===== config.mk =====
export PLATFORM = sky130hd
export DESIGN_NAME = idxbus_master
export DESIGN_NICKNAME = d
export VERILOG_FILES = /design/src/rtl/idxbus_pkg.sv /design/src/rtl/idxbus_cmd_enc.sv /design/src/rtl/idxbus_lane.sv /design/src/rtl/idxbus_seq.sv /design/src/rtl/idxbus_master.sv
export SDC_FILE = /design/constraint.sdc
export NUM_CORES = 1
export LEC_CHECK = 0
export ABC_AREA = 0
export ABC_CLOCK_PERIOD_IN_PS = 1970
export BUFFER_PORTS_ARGS = -buffer_cell sky130_fd_sc_hd__clkbuf_2
export CAP_MARGIN = 5
export CORE_MARGIN = 1
export CORE_UTILIZATION = 50
export CTS_BUF_LIST = sky130_fd_sc_hd__clkbuf_8
export DETAILED_ROUTE_END_ITERATION = 6
export GPL_TIMING_DRIVEN = 0
export PLACE_DENSITY = 0.85
export SLEW_MARGIN = 20
export SYNTH_ARGS = -nofsm -noshare
export SYNTH_HDL_FRONTEND = slang
export SYNTH_HIERARCHICAL = 1
export SYNTH_SLANG_ARGS = --single-unit

===== constraint.sdc =====
create_clock -name clk -period 1.97 [get_ports clk]
set_input_delay 0.0985 -clock clk [delete_from_list [all_inputs] [get_ports clk]]
set_output_delay 0.0985 -clock clk [all_outputs]
set_load 0.005 [all_outputs]

===== src/rtl/idxbus_pkg.sv =====
// Shared constants and types for the indexed bus accessor.
package idxbus_pkg;
    localparam int unsigned BUS_W  = 16;
    localparam int unsigned BE_W   = 4;
    localparam int unsigned IDX_W  = BUS_W - BE_W;
    localparam logic [1:0]  PORT_DATA = 2'd0;
    localparam logic [1:0]  PORT_CMD  = 2'd2;

    typedef enum logic [2:0] {
        ST_IDLE,
        ST_CMD,
        ST_GAP,
        ST_DATA,
        ST_RESP
    } seq_state_e;
endpackage


===== src/rtl/idxbus_cmd_enc.sv =====
// Command word encoder.
// Builds {byte enables, offset} from the offset and access size.
// Assumes OFS_W is between 2 and IDX_W so the offset never reaches the enable nibble.
module idxbus_cmd_enc
    import idxbus_pkg::*;
#(
    parameter int unsigned OFS_W = 12
) (
    input  logic [OFS_W-1:0] ofs,
    input  logic             wide,
    output logic [BUS_W-1:0] cmd
);
    logic [BE_W-1:0] be;

    // Enable nibble: one byte flag or an aligned pair, shifted by the low offset bits.
    always_comb begin
        if (wide) be = 4'b0011 << {ofs[1], 1'b0};
        else      be = 4'b0001 << ofs[1:0];
    end

    // Pad the offset into the low field of the word.
    generate
        if (OFS_W < IDX_W) begin : g_pad
            assign cmd = {be, {(IDX_W-OFS_W){1'b0}}, ofs};
        end else begin : g_full
            assign cmd = {be, ofs[IDX_W-1:0]};
        end
    endgenerate
endmodule


===== src/rtl/idxbus_lane.sv =====
// Byte lane steering between the request side and the 16-bit data word.
// Assumes byte accesses select their lane with offset bit 0 only.
module idxbus_lane
    import idxbus_pkg::*;
(
    input  logic             ofs0,
    input  logic             wide,
    input  logic [BUS_W-1:0] wdata,
    input  logic [BUS_W-1:0] rword,
    output logic [BUS_W-1:0] bus_wdata,
    output logic [BUS_W-1:0] rdata
);
    localparam int unsigned HALF = BUS_W / 2;

    // Outbound: place the byte on its lane and zero the other lane.
    always_comb begin
        if (wide)      bus_wdata = wdata;
        else if (ofs0) bus_wdata = {wdata[HALF-1:0], {HALF{1'b0}}};
        else           bus_wdata = {{HALF{1'b0}}, wdata[HALF-1:0]};
    end

    // Inbound: pick the addressed half and zero-extend it.
    always_comb begin
        if (wide)      rdata = rword;
        else if (ofs0) rdata = {{HALF{1'b0}}, rword[BUS_W-1:HALF]};
        else           rdata = {{HALF{1'b0}}, rword[HALF-1:0]};
    end
endmodule


===== src/rtl/idxbus_seq.sv =====
// Access sequencer: command phase, one idle clock, data phase, response.
// Assumes STROBE_CYC >= 1. start is honoured only in the idle state.
module idxbus_seq
    import idxbus_pkg::*;
#(
    parameter int unsigned STROBE_CYC = 2
) (
    input  logic clk,
    input  logic rst_n,
    input  logic start,
    output logic idle,
    output logic in_cmd,
    output logic in_data,
    output logic capture,
    output logic rsp
);
    localparam int unsigned CNT_W = (STROBE_CYC > 1) ? $clog2(STROBE_CYC) : 1;
    localparam logic [CNT_W-1:0] LAST = CNT_W'(STROBE_CYC - 1);

    seq_state_e       state;
    logic [CNT_W-1:0] cnt;
    logic             last_beat;

    assign last_beat = (cnt == LAST);

    // State and strobe-length counter.
    always_ff @(posedge clk) begin
        if (!rst_n) begin
            state <= ST_IDLE;
            cnt   <= '0;
        end else begin
            case (state)
                ST_IDLE: if (start) begin
                    state <= ST_CMD;
                    cnt   <= '0;
                end
                ST_CMD: if (last_beat) begin
                    state <= ST_GAP;
                    cnt   <= '0;
                end else begin
                    cnt <= cnt + CNT_W'(1);
                end
                ST_GAP: state <= ST_DATA;
                ST_DATA: if (last_beat) begin
                    state <= ST_RESP;
                    cnt   <= '0;
                end else begin
                    cnt <= cnt + CNT_W'(1);
                end
                default: state <= ST_IDLE;
            endcase
        end
    end

    // Phase decode.
    always_comb begin
        idle    = (state == ST_IDLE);
        in_cmd  = (state == ST_CMD);
        in_data = (state == ST_DATA);
        capture = in_data && last_beat;
        rsp     = (state == ST_RESP);
    end
endmodule


===== src/rtl/idxbus_master.sv =====
// Indexed bus register accessor (top).
// Takes one byte or word request, writes the command word to port 2,
// then reads or writes port 0 and pulses rsp_valid.
// Assumes bus_din is valid on the last clock of a read data phase.
module idxbus_master
    import idxbus_pkg::*;
#(
    parameter int unsigned OFS_W      = 12,
    parameter int unsigned STROBE_CYC = 2
) (
    input  logic             clk,
    input  logic             rst_n,
    input  logic             req_valid,
    output logic             req_ready,
    input  logic [OFS_W-1:0] req_ofs,
    input  logic             req_wide,
    input  logic             req_write,
    input  logic [15:0]      req_wdata,
    output logic             rsp_valid,
    output logic [15:0]      rsp_rdata,
    output logic [1:0]       bus_addr,
    output logic             bus_cs_n,
    output logic             bus_rd_n,
    output logic             bus_wr_n,
    output logic [15:0]      bus_dout,
    output logic             bus_dout_en,
    input  logic [15:0]      bus_din
);
    logic [OFS_W-1:0] ofs_q;
    logic             wide_q;
    logic             write_q;
    logic [BUS_W-1:0] wdata_q;
    logic [BUS_W-1:0] rword_q;
    logic [BUS_W-1:0] cmd_word;
    logic [BUS_W-1:0] lane_wdata;
    logic [BUS_W-1:0] lane_rdata;
    logic             idle, in_cmd, in_data, capture, rsp;
    logic             accept;

    assign req_ready = idle;
    assign accept    = req_valid && idle;

    // Hold the request for the whole access.
    always_ff @(posedge clk) begin
        if (!rst_n) begin
            ofs_q   <= '0;
            wide_q  <= 1'b0;
            write_q <= 1'b0;
            wdata_q <= '0;
        end else if (accept) begin
            ofs_q   <= req_ofs;
            wide_q  <= req_wide;
            write_q <= req_write;
            wdata_q <= req_wdata;
        end
    end

    // Capture the data word at the end of a read data phase.
    always_ff @(posedge clk) begin
        if (!rst_n)                   rword_q <= '0;
        else if (capture && !write_q) rword_q <= bus_din;
    end

    idxbus_seq #(.STROBE_CYC(STROBE_CYC)) u_seq (
        .clk     (clk),
        .rst_n   (rst_n),
        .start   (accept),
        .idle    (idle),
        .in_cmd  (in_cmd),
        .in_data (in_data),
        .capture (capture),
        .rsp     (rsp)
    );

    idxbus_cmd_enc #(.OFS_W(OFS_W)) u_enc (
        .ofs  (ofs_q),
        .wide (wide_q),
        .cmd  (cmd_word)
    );

    idxbus_lane u_lane (
        .ofs0      (ofs_q[0]),
        .wide      (wide_q),
        .wdata     (wdata_q),
        .rword     (rword_q),
        .bus_wdata (lane_wdata),
        .rdata     (lane_rdata)
    );

    // Bus pins decoded from the current phase.
    always_comb begin
        bus_cs_n    = !(in_cmd || in_data);
        bus_wr_n    = !(in_cmd || (in_data && write_q));
        bus_rd_n    = !(in_data && !write_q);
        bus_addr    = in_cmd ? PORT_CMD : PORT_DATA;
        bus_dout_en = in_cmd || (in_data && write_q);
        if (in_cmd)                  bus_dout = cmd_word;
        else if (in_data && write_q) bus_dout = lane_wdata;
        else                         bus_dout = '0;
    end

    // Response: read result for reads, zero for writes.
    always_comb begin
        rsp_valid = rsp;
        rsp_rdata = (rsp && !write_q) ? lane_rdata : '0;
    end
endmodule


==> results.cfg <==
[floorplan]
core-area_um2 = 5510
rows = 27
die_area_um2 = 5990
start_util_pct = 51.6
fp.dieW_um = 77.4
fp.dieH_um = 77.4
ios = 89

[worst_setup_path]
critPathLaunchType = flip-flop
r2r-end = u_seq/state[0]
ff2ff_setup_slack_ns = 0.23
crit_arrival_ns = 1.80
crit_required_ns = 1.87
cp_max_fo = 10
rr_startpoint = u_seq/state[2]
path_class = flip-flop to output port
endpoint_kind = output port
crit_chain = nor2b_4, and2_1, buf_4, buf_4, nand3_1, o21ai_0, clkbuf_2
worst_path_largest_cell_delay_ns = 0.38
rr_worst_depth = 5
slowest_stage = dfxtp_4
worst_path_most_repeated_cell = buf_4

[routing]
wl_per_cell_um = 13.8
routed_wirelength_um = 7480
ant_nets = 0
remaining_drc_errors = 0
vias = 2895
drt_iter0_drc = 172
viasPerCell = 5.36
firstDrtPassIters = 5

[min_path]
holdCritPathClass = input port to flip-flop
hold_end = rword_q[4]
hold_path_depth = 3
worstHoldStart = bus_din[4]

[clocking]
numCtsBuffers = 5
cts_tree = yes
cts_buffer_depth = 2
cts_root_buffer = clkbuf_8
htreeDepth = 2
path_clk_slew_ns = 0.09
clock_latency_ns = 0.31
cts_num_sinks = 50

[power]
leakagePower_nw = 1.56
peakVddDrop_mv = 0.299
pwr_density_cell_nw_per_um2 = 706

[synth]
ys_warn_count = 6
ys.flop_type = dfxtp_1
async_flop_share_pct = 0
synth_fp_nets = 418
synth_edf_count = 0
synth_area_per_cell_um2 = 7.71
syn_area_um2 = 2840
synth.distinct_cells = 33
syn_inst = 369
synth_seq_area_share_pct = 35.2
ys_seq_elements = 50

[cells_and_area]
syn_to_final_growth_pct = 25.6
finalNonFillerCells = 540
drive_gt1_share_pct = 33.3
final_cell_mix = clkbuf_2 (93), nand2_1 (83), dfxtp_1 (48)
nets = 516
multiInputGateArea_um2 = 1530
final_core_util_pct = 64.8
num-fill-cells = 473
antennaDiodeCount = 0
seqCellArea_um2 = 1010
layout_commonest_cell = clkbuf_2

[timing]
tightest_slew_ns = 0.533
fin_worst_skew_ns = 0.0111
finalCritPeriodShare_pct = 96.4
fmax_mhz = 527
maxSlewViolCount = 0
hold_viol = 0
fin_crit_ns = 1.90
maxSlewHeadroom_pct = 64.2
report.final.setup_viol = 0

[job]
cap_violations = 0

[placement]
dp_hpwl_um = 5420
placed_cells = 528
finalWeightedCongestion = 0.849
io_buffers = 87

[grt]
grt_pass1_wl_um = 11800
overflow = 0
grt_pass1_vias = 2568
antenna_found_initial = 0
grt_max_degree = 16
track_usage_pct = 24.8

[outcome]
status = complete, no violations
[synth_stat cells (3+ instances only)]
cell type	instances	area (um^2)
and2_1	36	225
dfxtp_1	50	1000
nand2_1	83	312
a22o_1	6	52.6
o21ai_0	49	245
nand3_1	16	80.1
buf_2	12	60.1
buf_6	4	45.0
nor2b_1	3	18.8
mux2_2	5	56.3
inv_1	4	15.0
buf_4	18	135
clkbuf_1	11	41.3
mux2i_1	16	160
mux2_4	3	45.0
nand4_1	30	188
nor3_1	3	15.0
[routing by layer]
metal | up-vias | wire length, um | global-route usage [%]
met4 | 0 | 178 | 10.0
li1 | 1434 | - | -
met1 | 1326 | 3260 | 31.0
met2 | 114 | 3670 | 42.0
met3 | 21 | 363 | 4.24
met5 | - | 0 | 0
[logic make-up after synthesis]
| group | share of synthesized area, % |
|---|---|
| other | 0.132 |
| AO/OA/AOI/OAI | 11.7 |
| multiplexers | 9.19 |
| flip-flops | 35.2 |
| buffers and inverters | 11.3 |
| AND/OR/NAND/NOR | 32.2 |
| XOR/XNOR | 0.308 |
[sequential cells by signal, summed over array words and instances (netlist names)]
name         flops
rword_q         16
write_q          1
u_seq/cnt        1
wdata_q         16
u_seq/state      3
ofs_q           12
wide_q           1
[cell type report]
cell class              count  share of cell area [%]
repair buffers             91                    13.1
plain buffers              48                    8.86
clock buffers               6                    2.31
well taps                  72                    2.52
multi-input cells         267                    42.9
clock inverters             2                    1.68
inverters                   4                   0.420
flip-flops and latches     50                    28.2
[power by group]
group          internal [mW]  switching, mW  leakage (nW)
Combinational          0.213          0.278          1.08
Clock                  0.542          0.356        0.0714
Sequential              1.08         0.0566         0.409
Total                   1.83          0.690          1.56
[how the worst max path moves through the flow]
stage	startpoint	endpoint	slack [ns]	depth (start not counted)
after floorplan	u_seq/state[0]	u_seq/state[0]	0.50	5
after global placement	u_seq/state[0]	u_seq/state[0]	0.27	5
after detailed placement	u_seq/state[2]	rsp_rdata[13]	0.27	6
after CTS	u_seq/state[0]	bus_dout[7]	0.04	7
after global routing	u_seq/state[2]	rsp_rdata[8]	-0.03	6
final	u_seq/state[0]	bus_dout[7]	0.07	7
[critical path: cells and delay by family, from the launching register on]
family,cells,cell delay (ns)
AO/OA/AOI/OAI,1,0.22
buffers and inverters,3,0.50
flip-flops,1,0.38
AND/OR/NAND/NOR,3,0.40
[timing repair]
action	4_1_cts	5_1_grt
setup endpoints to repair	20	26
hold buffers	0	1
pin swaps	0	0
setup buffers	0	3
resized for setup	5	11
endpoints found under the hold margin	0	1
[through the flow]
stage	hold WS, ns	instance area (um^2)	worst slack, ns	TNS [ns]	power [mW]
2_1_floorplan	0.220	2840	0.497	0	1.45
3_3_place_gp	0.326	3370	0.270	0	1.61
3_5_place_dp	0.333	3370	0.274	0	1.62
4_1_cts	0.000361	3520	0.0415	0	2.51
5_1_grt	0.0000825	3570	-0.0331	-0.147	2.62
6_report	0.00426	3570	0.0718	0	2.52
Note: power is estimated with default switching activity, not from simulation.
